--- src/rtl/gdc_pkg.sv ---
package gdc_pkg;

  typedef enum logic [2:0] {
    ST_IDLE    = 3'd0,
    ST_HS_WAIT = 3'd1,
    ST_HS_ON   = 3'd2,
    ST_LS_WAIT = 3'd3,
    ST_LS_ON   = 3'd4
  } gdc_state_e;

  function automatic int max3(input int a, input int b, input int c);
    int m;
    m = (a > b) ? a : b;
    return (m > c) ? m : c;
  endfunction

endpackage

--- src/rtl/gdc_sync.sv ---
module gdc_sync #(
  parameter int STAGES  = 2,
  parameter bit RST_VAL = 1'b1
) (
  input  logic clk,
  input  logic rst_n,
  input  logic d,
  output logic q
);

  logic [STAGES-1:0] chain_q;

  generate
    if (STAGES == 1) begin : g_single
      always_ff @(posedge clk or negedge rst_n) begin
        if (!rst_n) chain_q <= RST_VAL;
        else        chain_q <= d;
      end
    end else begin : g_multi
      always_ff @(posedge clk or negedge rst_n) begin
        if (!rst_n) chain_q <= {STAGES{RST_VAL}};
        else        chain_q <= {chain_q[STAGES-2:0], d};
      end
    end
  endgenerate

  assign q = chain_q[STAGES-1];

endmodule

--- src/rtl/gdc_wait_track.sv ---
module gdc_wait_track #(
  parameter int CW  = 5,
  parameter int SAT = 19
) (
  input  logic          clk,
  input  logic          rst_n,
  input  logic          restart,
  input  logic          count_en,
  input  logic          track,
  input  logic          node_high,
  output logic [CW-1:0] cnt,
  output logic          seen_high
);

  localparam logic [CW-1:0] SAT_V = CW'(SAT);

  logic [CW-1:0] cnt_q, cnt_d;
  logic          cnt_ce;
  logic          seen_q, seen_d, seen_ce;

  // Wait counter: cleared on every state change, saturates at SAT.
  always_comb begin
    cnt_ce = restart || (count_en && (cnt_q != SAT_V));
    cnt_d  = restart ? '0 : cnt_q + 1'b1;
  end

  always_ff @(posedge clk or negedge rst_n) begin
    if (!rst_n)      cnt_q <= '0;
    else if (cnt_ce) cnt_q <= cnt_d;
  end

  // Sticky flag: the node was above threshold after the high side went off.
  always_comb begin
    seen_ce = restart || (track && node_high);
    seen_d  = !restart;
  end

  always_ff @(posedge clk or negedge rst_n) begin
    if (!rst_n)       seen_q <= 1'b0;
    else if (seen_ce) seen_q <= seen_d;
  end

  assign cnt       = cnt_q;
  assign seen_high = seen_q;

endmodule

--- src/rtl/gdc_fsm.sv ---
module gdc_fsm
  import gdc_pkg::*;
#(
  parameter int CW           = 5,
  parameter int L2H_CYC      = 3,
  parameter int FALLBACK_CYC = 15,
  parameter int TIMEOUT_CYC  = 19
) (
  input  logic          clk,
  input  logic          rst_n,
  input  logic          en,
  input  logic          pwm,
  input  logic          node_low_s,
  input  logic [CW-1:0] cnt,
  input  logic          seen_high,
  output gdc_state_e    state_q,
  output gdc_state_e    state_d,
  output logic          restart
);

  localparam logic [CW-1:0] L2H_LAST = CW'(L2H_CYC - 1);
  localparam logic [CW-1:0] FB_LAST  = CW'(FALLBACK_CYC - 1);
  localparam logic [CW-1:0] TO_LAST  = CW'(TIMEOUT_CYC - 1);

  gdc_state_e st_q, st_d;
  logic       ls_go;

  // Low-side release: adaptive fall, fallback when the node never rose, or timeout.
  always_comb begin
    ls_go = (seen_high && node_low_s)
         || (!seen_high && node_low_s && (cnt == FB_LAST))
         || (cnt == TO_LAST);
  end

  always_comb begin
    st_d = st_q;
    if (!en) begin
      st_d = ST_IDLE;
    end else begin
      unique case (st_q)
        ST_IDLE:    st_d = pwm ? ST_HS_WAIT : ST_LS_WAIT;
        ST_HS_WAIT: begin
          if (!pwm)                  st_d = ST_LS_WAIT;
          else if (cnt == L2H_LAST)  st_d = ST_HS_ON;
        end
        ST_HS_ON:   if (!pwm) st_d = ST_LS_WAIT;
        ST_LS_WAIT: begin
          if (pwm)        st_d = ST_HS_WAIT;
          else if (ls_go) st_d = ST_LS_ON;
        end
        ST_LS_ON:   if (pwm) st_d = ST_HS_WAIT;
        default:    st_d = ST_IDLE;
      endcase
    end
  end

  always_ff @(posedge clk or negedge rst_n) begin
    if (!rst_n) st_q <= ST_IDLE;
    else        st_q <= st_d;
  end

  assign state_q = st_q;
  assign state_d = st_d;
  assign restart = (st_d != st_q);

endmodule

--- src/rtl/gate_deadtime_ctrl.sv ---
module gate_deadtime_ctrl
  import gdc_pkg::*;
#(
  parameter int FALLBACK_CYC = 15,
  parameter int TIMEOUT_CYC  = 19,
  parameter int L2H_CYC      = 3,
  parameter int SYNC_STAGES  = 2
) (
  input  logic clk,
  input  logic rst_n,
  input  logic en,
  input  logic pwm,
  input  logic node_low,
  output logic hs_cmd,
  output logic ls_cmd
);

  localparam int CNT_MAX = max3(FALLBACK_CYC, TIMEOUT_CYC, L2H_CYC);
  localparam int CW      = $clog2(CNT_MAX + 1);

  logic          node_low_s;
  logic [CW-1:0] cnt;
  logic          seen_high;
  logic          restart;
  gdc_state_e    state_q, state_d;
  logic          hs_q, ls_q;

  gdc_sync #(
    .STAGES (SYNC_STAGES),
    .RST_VAL(1'b1)
  ) u_sync (
    .clk  (clk),
    .rst_n(rst_n),
    .d    (node_low),
    .q    (node_low_s)
  );

  gdc_wait_track #(
    .CW (CW),
    .SAT(CNT_MAX)
  ) u_track (
    .clk      (clk),
    .rst_n    (rst_n),
    .restart  (restart),
    .count_en ((state_q == ST_LS_WAIT) || (state_q == ST_HS_WAIT)),
    .track    (state_q == ST_LS_WAIT),
    .node_high(!node_low_s),
    .cnt      (cnt),
    .seen_high(seen_high)
  );

  gdc_fsm #(
    .CW          (CW),
    .L2H_CYC     (L2H_CYC),
    .FALLBACK_CYC(FALLBACK_CYC),
    .TIMEOUT_CYC (TIMEOUT_CYC)
  ) u_fsm (
    .clk       (clk),
    .rst_n     (rst_n),
    .en        (en),
    .pwm       (pwm),
    .node_low_s(node_low_s),
    .cnt       (cnt),
    .seen_high (seen_high),
    .state_q   (state_q),
    .state_d   (state_d),
    .restart   (restart)
  );

  // Gate commands are registered from the next state so they change with it.
  always_ff @(posedge clk or negedge rst_n) begin
    if (!rst_n) begin
      hs_q <= 1'b0;
      ls_q <= 1'b0;
    end else begin
      hs_q <= (state_d == ST_HS_ON);
      ls_q <= (state_d == ST_LS_ON);
    end
  end

  assign hs_cmd = hs_q;
  assign ls_cmd = ls_q;

endmodule

--- config.mk ---
export PLATFORM = sky130hd
export DESIGN_NAME = gate_deadtime_ctrl
export DESIGN_NICKNAME = d
export VERILOG_FILES = /design/src/rtl/gdc_pkg.sv /design/src/rtl/gdc_sync.sv /design/src/rtl/gdc_wait_track.sv /design/src/rtl/gdc_fsm.sv /design/src/rtl/gate_deadtime_ctrl.sv
export SDC_FILE = /design/constraint.sdc
export NUM_CORES = 1
export LEC_CHECK = 0
export BUFFER_PORTS_ARGS = -buffer_cell sky130_fd_sc_hd__buf_2
export CORE_MARGIN = 2
export CORE_UTILIZATION = 30
export DETAILED_ROUTE_END_ITERATION = 12
export PLACE_DENSITY_LB_ADDON = 0.05
export SLEW_MARGIN = 10
export SYNTH_ARGS = -nofsm -noshare
export SYNTH_HDL_FRONTEND = slang
export SYNTH_HIERARCHICAL = 1
export SYNTH_SLANG_ARGS = --single-unit
--- constraint.sdc ---
create_clock -name clk -period 5.2 [get_ports clk]
set_input_delay 0.52 -clock clk [delete_from_list [all_inputs] [get_ports clk]]
set_output_delay 0.52 -clock clk [all_outputs]
set_load 0.05 [all_outputs]
==> run_results.csv <==
group,metric,value,unit
sta,fmax,0.423,GHz
sta,finalCriticalPeriod,2.37,ns
cells_and_area,syn_to_final_growth,11.7,%
sta,fin_ws,2.83,ns
floorplan,fp-row-count,18,
logic_synthesis,ys_warn_count,6,
floorplan,ios,7,
worst_setup_path,criticalPathCategory,"reg2reg",
sta,rsz0062_at_grt,"false",
clocking,cts_tree,"yes",
cells_and_area,final_cell_mix,"dfrtp_1, buf_2, inv_1, a21oi_1, nor2_1",
logic_synthesis,async_reset_ff_share,100,%
logic_synthesis,synth_nets,83,
power,p_per_area,245,nW/um2
routing,drt_wl_total,1440,um
sta,finClkSkew,0.00278,ns
clocking,post_cts_buffers,0,
logic_synthesis,ys_seq_elements,13,
logic_synthesis,synthDistinctLibCells,37,
worst_setup_path,crit_required,5.35,ns
placed_design,dpl_cell_area,823,um2
power,irDropWorstVdd,0.147,mV
logic_synthesis,synth_edf_count,0,
logic_synthesis,syn_area,761,um2
flow_run,max_cap_viol_count,0,
grt,antenna_found_initial,0,
clocking,clk_pin_slew,0.08,ns
grt,grt_pass1_vias,560,
power,combPwrFrac,16.3,%
power,switching_share,27.1,%
worst_setup_path,end_kind,"flip-flop",
clocking,clock_sinks,13,
placed_design,place_ws,2.87,ns
sta,drv_slew,0,
logic_synthesis,syn_inst,77,
power,total_power,0.000208,W
routing,drt_iter0_drc,7,
cells_and_area,fillers,262,
placed_design,hpwl,1080,um
worst_setup_path,critPathLaunchType,"flip-flop",
power,intPower,0.000151,W
sta,slew_headroom,40.9,%
grt,grt_pass1_wl,2480,um
grt,grt_use_total,11.8,%
clocking,cts-root-buf,"clkbuf_4",
sta,setup_tns,0,ns
routing,ant_nets,0,
routing,drc,0,
routing,dr_total_vias,585,
cells_and_area,seqCellArea,328,um2
clocking,cts_made_buffers,3,
min_path,hold_class,"in2async",
sta,worstMarginPinSlew,0.883,ns
cells_and_area,diodes,0,
clocking,clk_latency,0.26,ns
clocking,clockBufferDepth,2,
status,outcome,"complete, no violations",
logic_synthesis,syn_avg_cell_area,9.88,um2
sta,setup_viol,0,
floorplan,initial_core_util,31.3,%
logic_synthesis,synth_flop_cell,"dfrtp_1",
sta,finalHoldViolations,0,
logic_synthesis,yosysSeqAreaShare,43.1,%
routing,wl_per_cell,12.4,um
worst_setup_path,crit_fanout,8,
grt,grt_max_degree,14,
floorplan,design.die.area,2950,um2
floorplan,die_y,54.4,um
clocking,cts_hold_buf,0,
routing,first_pass_iters,4,
sta,min_period_over_period,45.5,%
cells_and_area,layout_commonest_cell,"dfrtp_1",
power,sequentialPowerShare,55.2,%
placed_design,numPortBuffers,6,
cells_and_area,fin_area,850,um2
clocking,postCtsResizedCells,0,
floorplan,die_w,54.4,um
cells_and_area,multiInputGateArea,402,um2
cells_and_area,fin_nets,93,
power,leakage,0.377,nW
worst_setup_path,crit_arrival,2.52,ns
clocking,cts-htree-levels,1,
floorplan,coreArea,2430,um2
sta,holdWs,0.123,ns
routing,via_per_inst,5.04,
power,p_switching,0.0000564,W
grt,overflow,0,
placed_design,place_congestion,0.682,
power,clkPwrFrac,28.6,%
cells_and_area,drive_above_1_share,20.9,%
final timing paths:
kind	slack (ns)	end	start	cells after the start
setup / recovery	2.83	u_track/cnt[0]$_DFFE_PN0P_	u_track/cnt[0]$_DFFE_PN0P_	6
hold / removal	0.12	u_track/cnt[1]$_DFFE_PN0P_	rst_n	1
setup reg to reg	2.83	u_track/cnt[0]$_DFFE_PN0P_	u_track/cnt[0]$_DFFE_PN0P_	6
hold reg to reg	0.36	u_sync/chain_q[1]$_DFF_PN1_	u_sync/chain_q[0]$_DFF_PN1_	0
max in group asynchronous	4.80	u_sync/chain_q[1]$_DFF_PN1_	rst_n	1
min in group clk	0.35	u_sync/chain_q[0]$_DFF_PN1_	node_low	1
synth_stat cells (2+ instances only):
cell / n / area, um2
nor2_1: 5 / 18.8
dfstp_2: 2 / 52.6
inv_1: 5 / 18.8
and2_1: 2 / 12.5
inv_2: 2 / 7.51
nor3b_1: 4 / 30.0
nand4_1: 2 / 12.5
nand2_1: 4 / 15.0
nor2b_1: 3 / 18.8
nand2b_1: 4 / 25.0
dfrtp_1: 11 / 275
a21oi_1: 5 / 25.0
o21ai_0: 4 / 20.0
sequential cells by signal, indices dropped and copies added (netlist names):
signal	count
u_fsm/state_q	3
ls_cmd	1
u_track/cnt	5
u_sync/chain_q	2
hs_cmd	1
u_track/seen_high	1
cells by family (layout without fill, tap and decap cells):
| family | count (synthesis) | in the layout | share of synthesized area (%) |
|---|---|---|---|
| fa+ha+maj | 1 | 1 | 1.64 |
| simple gates | 31 | 31 | 25.5 |
| buf+inv | 8 | 17 | 4.11 |
| compound gates | 20 | 20 | 20.6 |
| xor+xnor | 2 | 2 | 2.30 |
| flops | 13 | 13 | 43.1 |
| mux | 2 | 2 | 2.80 |
layout make-up:
cell class / instances / share of cell area, %
Clock buffer: 4 / 3.09
Multi-Input combinational cell: 56 / 47.3
Timing Repair Buffer: 6 / 3.53
Inverter: 7 / 3.09
Tap cell: 30 / 4.42
Sequential cell: 13 / 38.6
routing by layer:
layer  global-route usage [%]  wire length [um]  vias up  part of all wire (%)
met4                     7.50                17        0                   1.2
met5                        0                 0        -                     0
met3                    0.820                37        2                   2.6
met2                     16.9               636        7                    44
met1                     17.1               752      278                    52
li1                         -                 -      298                     -
critical path: stages, from the launching register on:
cell and delay [ns]:
dfrtp_1 0.45, nor4b_2 0.34, a22o_1 0.21, nor3b_1 0.05, o32ai_1 0.77, nor2_1 0.11
mux2_1 0.32
stage by stage:
step                util, %  std cells
finish                 34.9        116
global route           34.9        116
CTS                    34.9        116
detailed placement     33.8        112
global placement       33.8        112
floorplan                 -         77
power groups by stage:
stage / combinational [W] / sequential, W / clock (W)
6_report: 0.0000338 / 0.000115 / 0.0000593
5_1_grt: 0.0000386 / 0.000116 / 0.0000692
4_1_cts: 0.0000341 / 0.000114 / 0.0000630
3_5_place_dp: 0.0000340 / 0.000116 / 0
3_3_place_gp: 0.0000346 / 0.000117 / 0
2_1_floorplan: 0.0000239 / 0.000116 / 0
Power figures use the tool's default switching activity.
